==> config.mk <==
export PLATFORM = sky130hd
export DESIGN_NAME = nssar_seq
export DESIGN_NICKNAME = d
export VERILOG_FILES = /design/src/rtl/nssar_pkg.sv /design/src/rtl/nssar_phase_ctl.sv /design/src/rtl/nssar_trial_reg.sv /design/src/rtl/nssar_serializer.sv /design/src/rtl/nssar_seq.sv
export SDC_FILE = /design/constraint.sdc
export NUM_CORES = 1
export LEC_CHECK = 0
export BUFFER_PORTS_ARGS = -buffer_cell sky130_fd_sc_hd__buf_2
export CAP_MARGIN = 10
export CORE_UTILIZATION = 35
export CTS_CLUSTER_SIZE = 10
export DETAILED_ROUTE_END_ITERATION = 10
export PLACE_DENSITY_LB_ADDON = 0.1
export SLEW_MARGIN = 25
export SYNTH_ARGS = -nofsm -noshare
export SYNTH_HDL_FRONTEND = slang
export SYNTH_HIERARCHICAL = 1
export SYNTH_SLANG_ARGS = --single-unit
export TNS_END_PERCENT = 1
==> constraint.sdc <==
create_clock -name clk -period 4 [get_ports clk]
set_clock_uncertainty 0.1 [all_clocks]
set_input_delay 1 -clock clk [delete_from_list [all_inputs] [get_ports clk]]
set_output_delay 1 -clock clk [all_outputs]
set_load 0.01 [all_outputs]
==> src/rtl/nssar_pkg.sv <==
package nssar_pkg;
  typedef enum logic [2:0] {
    PH_IDLE,
    PH_SAMPLE,
    PH_HOLD,
    PH_GAP,
    PH_CONV,
    PH_POST
  } phase_e;
endpackage

==> src/rtl/nssar_phase_ctl.sv <==
module nssar_phase_ctl
  import nssar_pkg::*;
#(
  parameter int NBITS         = 12,
  parameter int SAMPLE_CYCLES = 4,
  parameter int GAP_CYCLES    = 1,
  parameter int CW            = 4
) (
  input  logic          clk,
  input  logic          rst_n,
  input  logic          start_i,
  input  logic          ns_en_i,
  output phase_e        phase_o,
  output logic [CW-1:0] cnt_o,
  output logic          ns_en_q_o
);

  localparam logic [CW-1:0] SAMP_LAST = CW'(SAMPLE_CYCLES - 1);
  localparam logic [CW-1:0] GAP_LAST  = CW'(GAP_CYCLES - 1);
  localparam logic [CW-1:0] CONV_LAST = CW'(NBITS);

  phase_e        state_q, state_d;
  logic [CW-1:0] cnt_q, cnt_d;
  logic          nsen_q, nsen_d;

  // next-state process
  always_comb begin
    state_d = state_q;
    cnt_d   = cnt_q;
    nsen_d  = nsen_q;
    unique case (state_q)
      PH_IDLE: begin
        cnt_d = '0;
        if (start_i) begin
          state_d = PH_SAMPLE;
          nsen_d  = ns_en_i;
        end
      end
      PH_SAMPLE: begin
        if (cnt_q == SAMP_LAST) begin
          state_d = PH_HOLD;
          cnt_d   = '0;
        end else begin
          cnt_d = cnt_q + 1'b1;
        end
      end
      PH_HOLD: begin
        state_d = PH_GAP;
        cnt_d   = '0;
      end
      PH_GAP: begin
        if (cnt_q == GAP_LAST) begin
          state_d = PH_CONV;
          cnt_d   = '0;
        end else begin
          cnt_d = cnt_q + 1'b1;
        end
      end
      PH_CONV: begin
        if (cnt_q == CONV_LAST) begin
          state_d = PH_POST;
          cnt_d   = '0;
        end else begin
          cnt_d = cnt_q + 1'b1;
        end
      end
      PH_POST: begin
        state_d = PH_IDLE;
        cnt_d   = '0;
      end
      default: begin
        state_d = PH_IDLE;
        cnt_d   = '0;
      end
    endcase
  end

  // register process
  always_ff @(posedge clk or negedge rst_n) begin
    if (!rst_n) begin
      state_q <= PH_IDLE;
      cnt_q   <= '0;
      nsen_q  <= 1'b0;
    end else begin
      state_q <= state_d;
      cnt_q   <= cnt_d;
      nsen_q  <= nsen_d;
    end
  end

  assign phase_o   = state_q;
  assign cnt_o     = cnt_q;
  assign ns_en_q_o = nsen_q;

endmodule

==> src/rtl/nssar_trial_reg.sv <==
module nssar_trial_reg #(
  parameter int NBITS = 12,
  parameter int CW    = 4
) (
  input  logic             clk,
  input  logic             rst_n,
  input  logic             conv_i,
  input  logic [CW-1:0]    cnt_i,
  input  logic             cmp_i,
  output logic [NBITS-1:0] up_o,
  output logic [NBITS-1:0] dn_o
);

  localparam logic [CW-1:0] CONV_LAST = CW'(NBITS);

  logic clr_all;

  // clear when leaving conversion so the final cycle sees mid-rail
  always_comb begin
    clr_all = !conv_i || (cnt_i == CONV_LAST);
  end

  for (genvar b = 0; b < NBITS; b++) begin : g_bit
    localparam logic [CW-1:0] SLOT = CW'(NBITS - 1 - b);
    logic load;
    logic up_q, dn_q;

    always_comb begin
      load = conv_i && (cnt_i == SLOT);
    end

    always_ff @(posedge clk or negedge rst_n) begin
      if (!rst_n) begin
        up_q <= 1'b0;
        dn_q <= 1'b0;
      end else if (clr_all) begin
        up_q <= 1'b0;
        dn_q <= 1'b0;
      end else if (load) begin
        up_q <= cmp_i;
        dn_q <= !cmp_i;
      end
    end

    assign up_o[b] = up_q;
    assign dn_o[b] = dn_q;
  end

endmodule

==> src/rtl/nssar_serializer.sv <==
module nssar_serializer #(
  parameter int NBITS = 12,
  parameter int CW    = 4
) (
  input  logic          clk,
  input  logic          rst_n,
  input  logic          conv_i,
  input  logic [CW-1:0] cnt_i,
  input  logic          cmp_i,
  output logic          ser_o,
  output logic          ser_vld_o,
  output logic          done_o
);

  localparam logic [CW-1:0] CONV_LAST = CW'(NBITS);

  logic ser_q, ser_d;
  logic vld_q, vld_d;
  logic done_q, done_d;

  always_comb begin
    ser_d  = conv_i ? cmp_i : ser_q;
    vld_d  = conv_i;
    done_d = conv_i && (cnt_i == CONV_LAST);
  end

  always_ff @(posedge clk or negedge rst_n) begin
    if (!rst_n) begin
      ser_q  <= 1'b0;
      vld_q  <= 1'b0;
      done_q <= 1'b0;
    end else begin
      ser_q  <= ser_d;
      vld_q  <= vld_d;
      done_q <= done_d;
    end
  end

  assign ser_o     = ser_q;
  assign ser_vld_o = vld_q;
  assign done_o    = done_q;

endmodule

==> src/rtl/nssar_seq.sv <==
module nssar_seq
  import nssar_pkg::*;
#(
  parameter int NBITS         = 12,
  parameter int SAMPLE_CYCLES = 4,
  parameter int GAP_CYCLES    = 1
) (
  input  logic             clk,
  input  logic             rst_n,
  input  logic             start_i,
  input  logic             ns_en_i,
  input  logic             cmp_i,
  output logic             sw_top_o,
  output logic             sw_bot_o,
  output logic             sw_ns_o,
  output logic [NBITS-1:0] dac_up_o,
  output logic [NBITS-1:0] dac_dn_o,
  output logic             ser_o,
  output logic             ser_vld_o,
  output logic             done_o
);

  localparam int CMAX_A = (SAMPLE_CYCLES > GAP_CYCLES) ? SAMPLE_CYCLES : GAP_CYCLES;
  localparam int CMAX   = (CMAX_A > NBITS) ? CMAX_A : NBITS;
  localparam int CW     = $clog2(CMAX + 1);

  logic [1:0]    rst_sync_q;
  logic          rst_int_n;
  phase_e        phase;
  logic [CW-1:0] cnt;
  logic          ns_en_q;
  logic          conv;

  // asynchronous assertion, synchronous release
  always_ff @(posedge clk or negedge rst_n) begin
    if (!rst_n) begin
      rst_sync_q <= 2'b00;
    end else begin
      rst_sync_q <= {rst_sync_q[0], 1'b1};
    end
  end
  assign rst_int_n = rst_sync_q[1];

  nssar_phase_ctl #(
    .NBITS        (NBITS),
    .SAMPLE_CYCLES(SAMPLE_CYCLES),
    .GAP_CYCLES   (GAP_CYCLES),
    .CW           (CW)
  ) u_phase (
    .clk      (clk),
    .rst_n    (rst_int_n),
    .start_i  (start_i),
    .ns_en_i  (ns_en_i),
    .phase_o  (phase),
    .cnt_o    (cnt),
    .ns_en_q_o(ns_en_q)
  );

  assign conv = (phase == PH_CONV);

  nssar_trial_reg #(
    .NBITS(NBITS),
    .CW   (CW)
  ) u_trial (
    .clk   (clk),
    .rst_n (rst_int_n),
    .conv_i(conv),
    .cnt_i (cnt),
    .cmp_i (cmp_i),
    .up_o  (dac_up_o),
    .dn_o  (dac_dn_o)
  );

  nssar_serializer #(
    .NBITS(NBITS),
    .CW   (CW)
  ) u_ser (
    .clk      (clk),
    .rst_n    (rst_int_n),
    .conv_i   (conv),
    .cnt_i    (cnt),
    .cmp_i    (cmp_i),
    .ser_o    (ser_o),
    .ser_vld_o(ser_vld_o),
    .done_o   (done_o)
  );

  // switch decode straight from the phase register
  assign sw_top_o = (phase == PH_SAMPLE);
  assign sw_bot_o = (phase == PH_SAMPLE) || (phase == PH_HOLD);
  assign sw_ns_o  = conv && ns_en_q;

endmodule

Word level (Yosys, flattened, before mapping)
Index checks and enable logic that the tools add are counted.

cells by class
  divide/modulo/power cells = 0
  multipliers = 0
  add/subtract/negate cells = 1
  $lt $le $gt $ge = 0
  reductions and logical operators = 34
  equal/unequal tests = 20
  shift-type cells = 0
  multiplexer cells = 57
  bitwise logic cells = 0

operators with widths
  cell                 count
  $mux 1               48
  $reduce_bool 2->1    12
  $eq 4x4->1 const B   5
  $eq 4x3->1 const B   4
  $pmux 3 s5           1
  $logic_and 1x1->1    14
  $mux 3               4
  $mux 4               3
  $pmux 4 s3           1
  $eq 4x2->1 const B   2
  $eq 3x2->1 const B   2
  $ne 2x1->1 const B   3
  $add 4x1->4 const B  1
  $eq 4x1->1 const B   1
  $logic_not 4->1      1
  $reduce_and 4->1     1
  $eq 3x1->1 const B   1
  $eq 3x3->1 const B   1
  $logic_not 3->1      1
  $logic_not 1->1      2
  $logic_or 1x1->1     2
  $ne 2x2->1 const B   1
  $reduce_and 2->1     1

storage, ports and cells
  RAM bits = 0
  memories = 0
  bits in read-only memories = 0
  flip-flop bits (word level) = 37
  latch bits = 0

Longest topological paths before layout
Gate-level depths: netlist (run 1).

  word-level depth = 4
  mapped depth = 5

Modules after synthesis
The synthesis (run 1) kept the hierarchy.

by module, submodules not included
  module            instances  sequential area each (µm²)  cells an instance  area an instance (µm²)
  nssar_trial_reg   1          600.6                       121                1,398.8
  nssar_phase_ctl   1          200.2                       41                 430.4
  nssar_serializer  1          75.1                        6                  102.6
  nssar_seq         1          50.0                        8                  92.6

Worst setup path after synthesis (run 1)
No wires, ideal clock.

  kind = reg-to-output
  from = reg u_phase.state_q[2], in the netlist u_phase/phase_o[2]
  to = out sw_ns_o
  data arrival time = 1,041 ps
  required time = 2,900 ps
  cell stages (with the launch flop) = 3
  slack = 1,859 ps
  buffers on the path = 0
  path through = dfrtp_1 nor3b_2 and2_1

between the ends
  word-level cells in the longest chain between the ends = 2

ends and longest elaborated chain
  what                    line                   RTL
  start, declared         nssar_phase_ctl.sv:22  phase_e state_q, state_d;
  start signal, assigned  nssar_phase_ctl.sv:85  state_q <= state_d;
  $eq 3x3->1              nssar_seq.sv:59        assign conv = (phase == PH_CONV);
  via conv                nssar_seq.sv:32        logic conv;
  $logic_and 1x1->1       nssar_seq.sv:91        assign sw_ns_o = conv && ns_en_q;
  end, declared           nssar_seq.sv:15        output logic sw_ns_o,

The timed path passes the listed nets, and every way through them passes these cells.

Worst setup path in the final report (run 1)
  from = reg u_phase.state_q[1], in the netlist u_phase/phase_o[1]
  to = out sw_ns_o

Same word-level chain as after synthesis.

==> results of run 1 <==
sequential cells by signal, indices dropped and copies added (netlist names):
register            count
u_trial/g_bit.dn_q     12
u_trial/g_bit.up_q     12
u_phase/cnt_o           4
u_phase/phase_o         3
rst_sync_q              2
u_phase/ns_en_q_o       1
u_ser/done_o            1
u_ser/ser_o             1
u_ser/ser_vld_o         1
cells by family (layout without fill, tap and decap cells):
kind of cell	after synthesis	after routing	share of synthesized area (%)
and+or+nand+nor	63	63	23.0
DFF	37	37	45.7
xor gates and xnor gates	3	3	1.30
buffers and inverters	36	46	12.7
muxes	24	24	12.2
adders and majority gates	2	2	1.24
other	1	1	0.185
AOI/OAI and AO/OA	10	10	3.71
layer usage:
metal | vias to the layer above | wire length, um | GRT usage [%]
met2 | 29 | 1660 | 21.5
met1 | 592 | 1630 | 15.7
met3 | 6 | 174 | 3.95
li1 | 596 | - | -
met5 | - | 0 | 0
met4 | 0 | 59 | 5.00
cells in the final DEF (no fill, tap or decap), drive strengths merged, types with 3 or more instances in the layout:
cell    netlist  routed
and4bb        5       5
buf          31      35
clkbuf        1       5
dfrtp        37      37
inv           3       3
mux2i        22      22
nand4b        3       3
nor2         27      27
nor2b         4       4
nor3b         6       6
nor4b         3       3
worst paths after layout:
path / start / end / slack (ns) / depth (start not counted)
max: u_phase/phase_o[1]$_DFFE_PN0P_ / sw_ns_o / 1.28 / 3
min: rst_sync_q[1]$_DFF_PN0_ / u_phase/cnt_o[2]$_DFF_PN0_ / 0.18 / 1
max reg2reg: u_phase/cnt_o[0]$_DFF_PN0_ / u_phase/cnt_o[0]$_DFF_PN0_ / 1.71 / 4
min reg2reg: rst_sync_q[1]$_DFF_PN0_ / u_phase/cnt_o[2]$_DFF_PN0_ / 0.18 / 1
max in group asynchronous: rst_sync_q[1]$_DFF_PN0_ / u_phase/phase_o[0]$_DFFE_PN0P_ / 3.31 / 1
min in group clk: rst_sync_q[0]$_DFF_PN0_ / rst_sync_q[1]$_DFF_PN0_ / 0.26 / 0
power breakdown:
| group | leakage [uW] | total [uW] | internal [uW] | switching (uW) |
|---|---|---|---|---|
| sequential | 0.000502 | 526 | 413 | 113 |
| combinational | 0.000450 | 351 | 190 | 161 |
| clock | 0.0000540 | 309 | 181 | 128 |
| total | 0.00101 | 1190 | 784 | 402 |
through the flow:
step           hold slack (ns)  std cells  area (um^2)  total power, uW
2_1_floorplan            0.231        176         2020              818
3_3_place_gp             0.189        251         2050              871
3_5_place_dp             0.204        251         2050              886
4_1_cts                  0.205        258         2150             1200
5_1_grt                  0.230        258         2150             1270
6_report                 0.184        258         2150             1190
layout make-up:
class                           instances  area [um^2]
Fill cell                             557         3390
Sequential cell                        37          926
Multi-Input combinational cell        103          842
Timing Repair Buffer                   35          178
Tap cell                               72         90.1
Clock buffer                            5         68.8
Clock inverter                          2         35.0
Inverter                                4         15.0
worst register-to-register path: cells and delay by family, from the launching register on:
| kind | cells | cell delay, ns |
|---|---|---|
| flip-flops | 1 | 0.76 |
| AND/OR/NAND/NOR | 2 | 0.50 |
| AO/OA/AOI/OAI | 1 | 0.48 |
| adder cells (fa/ha/maj) | 1 | 0.31 |
==> results, run 1 <==
- The run finished with clean final reports.
- The final-report max-slew violation count is 0.
- For the pin with the worst max-slew slack, the measured transition is 0.708 ns.
- Clock tree synthesis found a total of 37 sinks.
- Of all nets on the critical path, the largest fanout is 12.
- Among all cell types in the netlist, the one instantiated most often is sky130_fd_sc_hd__dfrtp_1.
- Measured along the x axis, the die boundary spans between 70 and 80 um.
- For this block, the routed nets add up to between 3000 and 4000 um of wire.
- The post-route worst setup slack is roughly 1.3 ns.
- Before CTS, the worst setup slack after placement is roughly 1.6 ns.
- The final cell utilization of the core is about two fifths.
- The via count is between 1k and 1.5k.
- The weighted congestion reported at the end of routability-driven placement is around 0.77.
- The final layout net count is 193.
- Summed over its instances, the top area cell type makes up between 40% and 50% of the synthesized netlist area.
- The post-synthesis register bit count is 37.
- The critical path start-end classification is register to output port.
- The power density relative to cell area is 550 mW/mm^2.
- The detailed router finished its first iteration with 42 violations.
- For this configuration, the core starts out at a cell density of roughly 37%.
- The clock transition at the registers of the reported paths is approximately 0.070 ns.
- The number of buffer and inverter instances along the worst setup path is 1.
- Grouping stages by cell kind, the critical path spends the most delay in simple AND/OR/NAND/NOR gates.
- The endpoint required time on the critical path is around 2.9 ns.
- Setup repair after global routing left no endpoint under its margin.
- The post-route netlist has roughly a third of its cells at a drive strength greater than 1.
- In this run the remaining antenna-violating nets after routing total 0.
- The hold violation count in the final report is 0.
- From synthesis to final layout, the design area changed by 6.43%.
- In the final timing run, aggregate negative setup slack is 0 ns.
- TritonCTS built the clock tree.
- The routed design could run at a clock period as short as ~2.7 ns.
- The TritonCTS buffer count is 5.
- After floorplanning, the core was divided into 27 placement rows.
- The number of nets handed over by synthesis was approximately 180.
- The maximum ir drop on the vdd rail is about 0.00035 V.
- Dividing the detail-routed wire length by the instance count gives between 10 and 15 um.
- The count of flip-flops with a built-in enable after synthesis is 0.
- After clock tree synthesis, the repair step resized 0 gates.
- The largest buffer count on any clock path is 2.
- The first global-routing pass estimated ~6000 um of wire.
- 0 antenna diodes ended up in the layout.
- The number of distinct library cells after synthesis is 44.
- The share of flip-flops with an asynchronous set or reset is between 90% and 100%.
- The share of the clock period used by the worst path is between 60% and 70%.
- The cell area after synthesis is 0.00202 mm^2.
- The largest stage delay on the critical path is about 0.51 ns.
- After global routing the overflow that remains totals 0.
- The number of antenna violations at the first check in global routing was 0.
- Global routing used between 10% and 20% of the available tracks across all layers.
- After technology mapping, the gate count stands at about 180.
- For this run, the top clock speed supported by timing is between 0.3 and 0.4 GHz.
- The H-tree was split into 2 levels.
- The top flip-flop cell by instance count after synthesis is sky130_fd_sc_hd__dfrtp_1.
- The headroom to the max-slew limit is between 50 and 60%.
- The number of iterations in the first detailed-routing pass is 4.
- In the synthesized netlist, the cells that appear most often are sky130_fd_sc_hd__dfrtp_1 (37), sky130_fd_sc_hd__buf_4 (28), sky130_fd_sc_hd__mux2i_1 (22).
- The count of input and output buffers is 34.
- Among all stages on the critical path, the largest delay is contributed by sky130_fd_sc_hd__dfrtp_1.
- Yosys printed 6 warnings.
- The latest clock arrival within the worst-skew pair is 0.29 ns.
- The DRC violation count after routing is 0.
- Max-cap violations in this run came to 0.
- The buffer type at the clock tree root is sky130_fd_sc_hd__clkbuf_8.
- The tightest min-delay check is of the register to asynchronous set/reset pin type.
- During I/O placement, the number of pins put on the boundary was 35.
- In this run the static leakage power is about 0.0010 uW.
- The worst setup path is launched from a register.
- STA classifies the critical path endpoint as an output port.
- The worst path arrival time is 1.62 ns.
- By area the synthesized netlist is led by sky130_fd_sc_hd__dfrtp_1 (46%), sky130_fd_sc_hd__mux2i_1 (11%), sky130_fd_sc_hd__buf_4 (10%).
- The total die area is 0.00609 mm^2.
- The signal on the critical path passes through nor3b_2 > and2_1 > buf_2.
- The area of the core is roughly 0.0055 mm^2.
- After clock tree synthesis, the setup repair step added 0 buffers.
- The synthesized design spends more area on one cell type than any other, namely sky130_fd_sc_hd__dfrtp_1.
- The number of hold buffers added after CTS was 0.
- Setup violations remaining at the end of the flow were counted as 0.
- The routed via count divided by cell count is around 4.7.
- The post-synthesis sequential area ratio is between 40 and 50%.
- The pin count of the biggest net entering global routing is 36.
- The number of global-route vias before repair was ~1.2k.
- The post-synthesis average cell area is roughly 12 um^2.
- Summed over all nets, the half-perimeter wirelength after detailed placement is about 2300 um.
- The y dimension of the die is 78.1 um.
(Power assumes the default switching activity.)
==> inputs of run 2 (changes only) <==
- ABC_AREA: not set -> 1
- clock period: 4 -> 2.3 ns (I/O delays scaled with it)
==> run 2 against run 1 <==
Synthesized cell count rose by 49%. Sequential share of layout area fell by 2.3 points. Via count rose by 39%. Flip-flop and latch count did not move.
==> results, run 2 <==
- The overall global routing resource usage came to 16.0% (was 12.9%).
- The total grt overflow came to 0 (unchanged).
- The kind of end point of the critical path was an output port (unchanged).
- The layout overhead on the synthesized area came to 7.77% (was 6.43%).
- The number of distinct library cells after synthesis is 23 (was 44).
- The placement-stage worst setup slack is 0.560 ns (was 1.58 ns).
- The number of global-route vias before repair was 1615 (was 1219).
- The clock tree from TritonCTS was done (unchanged).
- The starting DRC count in detailed routing came to 105 (was 42).
- The number of antenna violations at the first check in global routing is 0 (unchanged).
- The total length of routed wires is 4490 um (was 3520 um).
- The net count after synthesis was 270 (was 183).
- The xor-xnor portion of the synthesized cell area is 0.830% (was 1.30%).
- The worst path arrival time is 1.16 ns (was 1.62 ns).
- The setup fix buffers added after clock tree synthesis is 0 (unchanged).
- The y dimension of the die is 79.7 um (was 78.1 um).
- The number of top-level pins was 35 (unchanged).
- The count of inserted antenna diode cells is 0 (unchanged).
- The dominant combinational cell family by area after synthesis is simple AND/OR/NAND/NOR gates (unchanged).
- Outcome: completed (unchanged).
- The initial core utilization is 37.2% (was 36.5%).
- The buffer type at the clock tree root is sky130_fd_sc_hd__clkbuf_8 (unchanged).
- The largest buffer count on any clock path is 2 (unchanged).
- The post-synthesis register bit count is 37 (unchanged).
- The share of the synthesized area in the top cell type is 43.9% (was 45.7%).
- The post-synthesis share of cell area spent on full adders, half adders and majority gates was 1.19% (was 1.24%).
- The power density relative to cell area came to 868 mW/mm^2 (was 550 mW/mm^2).
- The via count is 1706 (was 1223).
- The synthesized-area fraction occupied by ao, oa, aoi and oai cells was 1.54% (was 3.71%).
- The mux cell area share after synthesis is 0% (was 12.2%).
- The gate count after technology mapping is 263 (was 176).
- Synth cell count leaders: sky130_fd_sc_hd__nand2_1 (63), sky130_fd_sc_hd__nand4_1 (44), sky130_fd_sc_hd__dfrtp_1 (37) (was sky130_fd_sc_hd__dfrtp_1 (37), sky130_fd_sc_hd__buf_4 (28), sky130_fd_sc_hd__mux2i_1 (22)).
- The simple-gate share of the synthesized area is 35.0% (was 23.0%).
- The DRC violation count after routing came to 0 (unchanged).
- Timing would allow up to approximately 0.55 GHz.
- The final layout net count is 282 (was 193).
- The total number of yosys warnings is 6 (unchanged).
- The number of routed nets with antenna violations is 0 (unchanged).
- The most common cell after layout, fill and taps aside was sky130_fd_sc_hd__nand2_1 (was sky130_fd_sc_hd__dfrtp_1).
- The area of the core is 0.00568 mm^2 (was 0.00554 mm^2).
- The final count of negative-setup-slack endpoints came to 0 (unchanged).
- The critical register-to-register path endpoint is u_trial/g_bit[8].dn_q$_DFFE_PN0P_ (was u_phase/cnt_o[0]$_DFF_PN0_).
- The top flip-flop cell by instance count after synthesis is sky130_fd_sc_hd__dfrtp_1 (unchanged).
- The final cell utilization of the core is 40.1% (was 38.9%).
- The headroom to the max-slew limit is 53.9% (was 52.8%).
- The slew of the pin with the lowest slew margin is 0.691 ns (was 0.708 ns).
- The maximum ir drop on the vdd rail came to 0.000478 V (was 0.000352 V).
- The TritonCTS buffer count was 5 (unchanged).
- The clock transition at the registers of the reported paths is 0.08 ns (was 0.07 ns).
- The total half-perimeter wirelength after legalization and detailed placement is 3230 um (was 2320 um).
- The launch instance of the worst register-to-register path is u_phase/phase_o[1]$_DFFE_PN0P_ (was u_phase/cnt_o[0]$_DFF_PN0_).
- The count of flip-flops with a built-in enable after synthesis is 0 (unchanged).
- The type of the tightest min-delay check is register to asynchronous set/reset pin (unchanged).
- The endpoint required time on the critical path is 1.62 ns (was 2.90 ns).
- The register-to-register path setup slack came to 0.54 ns (was 1.71 ns).
- The critical path start-end classification is register to output port (unchanged).
- The number of max-cap violations is 0 (unchanged).
- The routed via count divided by cell count was 4.90 (was 4.74).
- The worst path uses 79.7% of the clock period.
- The die width is 79.7 um (was 78.1 um).
- The latest clock arrival within the worst-skew pair is 0.29 ns (about the same).
- The number of iterations in the first detailed-routing pass is 4 (unchanged).
- After layout, the minimum clock period comes to around 1.8 ns.
- The top cell type by total area after synthesis is sky130_fd_sc_hd__dfrtp_1 (unchanged).
- The kind of launch point of the worst setup path is a register (unchanged).
- The startpoint of the worst setup timing path is u_phase/phase_o[2]$_DFFE_PN0P_ (was u_phase/phase_o[1]$_DFFE_PN0P_).
- The post-route worst setup slack was 0.467 ns (was 1.28 ns).
- Unrepaired setup endpoints after global routing: false (unchanged).
- The count of input and output buffers is 34 (unchanged).
- The TritonCTS sink count is 37 (unchanged).
- The wire length per cell after detailed routing came to 12.9 um (was 13.6 um).
- The worst-case reg-to-reg path depth is 6 (was 4).
- The number of hold buffers added after CTS is 1 (was 0).
- The largest driver fanout on the critical path came to 9 (was 12).
- The deepest level of the CTS H-tree came to 2 (unchanged).
- The hold violation count in the final report came to 0 (unchanged).
- The fraction of final layout cells with drive strength greater than 1 is 21.4% (was 32.3%).
- The standard-cell row count was 27 (unchanged).
- The count of instances resized after the clock tree is built is 0 (unchanged).
- The post-synthesis average cell area is 8.03 um^2 (was 11.5 um^2).
- The share of flip-flops with an asynchronous set or reset is 100% (unchanged).
- The total die area came to 0.00635 mm^2 (was 0.00609 mm^2).
- The weighted congestion reported at the end of routability-driven placement is 0.858 (was 0.768).
- The final total power is 1970 uW (was 1190 uW).
- Most frequent cells in the layout: sky130_fd_sc_hd__nand2_1 (63), sky130_fd_sc_hd__nand4_1 (44), sky130_fd_sc_hd__dfrtp_1 (37) (was sky130_fd_sc_hd__dfrtp_1 (37), sky130_fd_sc_hd__buf_2 (34), sky130_fd_sc_hd__mux2i_1 (22)).
- Ranking of synthesized cells by area: sky130_fd_sc_hd__dfrtp_1 (44%), sky130_fd_sc_hd__nand4_1 (13%), sky130_fd_sc_hd__nand2_1 (11%) (was sky130_fd_sc_hd__dfrtp_1 (46%), sky130_fd_sc_hd__mux2i_1 (11%), sky130_fd_sc_hd__buf_4 (10%)).
- The cell area after synthesis is 0.00211 mm^2 (was 0.00202 mm^2).
- The wire length of the first global-routing pass is 7600 um (was 6040 um).
- The post-synthesis sequential area ratio is 43.9% (was 45.7%).
- The most used standard cell by instance count after synthesis is sky130_fd_sc_hd__nand2_1 (was sky130_fd_sc_hd__dfrtp_1).
- The leakage power is 0.00131 uW (was 0.00101 uW).
- The pin count of the biggest net entering global routing is 45 (was 36).
- The final-report max-slew violation count is 0 (unchanged).
- The setup TNS is 0 ns (unchanged).
==> run 2: changes by cell type after synthesis, moves of 6 or more <==
cell,before,now
sky130_fd_sc_hd__inv_1,3,26
sky130_fd_sc_hd__buf_2,1,7
sky130_fd_sc_hd__mux2i_1,22,0
sky130_fd_sc_hd__nand3_1,2,8
sky130_fd_sc_hd__nand2_1,1,63
sky130_fd_sc_hd__nand4_1,0,44
==> run 2: report_power, final <==
part           leakage (uW)  internal [uW]  switching, uW
clock network     0.0000585            354            230
registers          0.000503            714           96.4
logic              0.000747            202            379
==> run 2: worst max-delay path by stage <==
stage	to	depth (start not counted)
after floorplan	sw_ns_o	3
after global placement	u_trial/g_bit[2].up_q$_DFFE_PN0P_	6
after detailed placement	u_trial/g_bit[8].up_q$_DFFE_PN0P_	6
after CTS	sw_ns_o	4
after global routing	sw_bot_o	4
final	sw_bot_o	4
==> run 2: per-stage QoR <==
stage	std cells	hold WS, ns	instance area [um^2]
3_5_place_dp	339	0.215	2150
3_3_place_gp	339	0.221	2150
5_1_grt	348	0.253	2270
2_1_floorplan	263	0.179	2110
4_1_cts	348	0.217	2270
6_report	348	0.182	2270
==> run 2: logic make-up after synthesis <==
family          count (synthesis)
flops                          37
xor+xnor                        2
other cells                     1
fa+ha+maj                       2
simple gates                  152
buf+inv                        63
compound gates                  6
==> run 2: final cells by class <==
type                    count  area, um^2
fillers                   585        3400
flip-flops and latches     37         926
multi-input cells         163         818
repair buffers             40         218
inverters                  28         106
well taps                  72        90.1
clock buffers               7        86.3
clock inverters             1        30.0
==> run 2: layer usage <==
metal,share of wire [%],global-route usage [%],vias to the layer above
met1,47,19.4,798
met2,46,26.3,33
met5,0,0,-
met3,4.7,4.11,9
met4,2.0,7.64,0
li1,-,-,866
==> run 2: worst max-delay path, stage by stage, from the launching register on <==
cell and delay (ns):
sky130_fd_sc_hd__dfrtp_1 0.50, sky130_fd_sc_hd__inv_1 0.09, sky130_fd_sc_hd__nand3b_1 0.10, sky130_fd_sc_hd__nand2_1 0.05
sky130_fd_sc_hd__buf_2 0.13
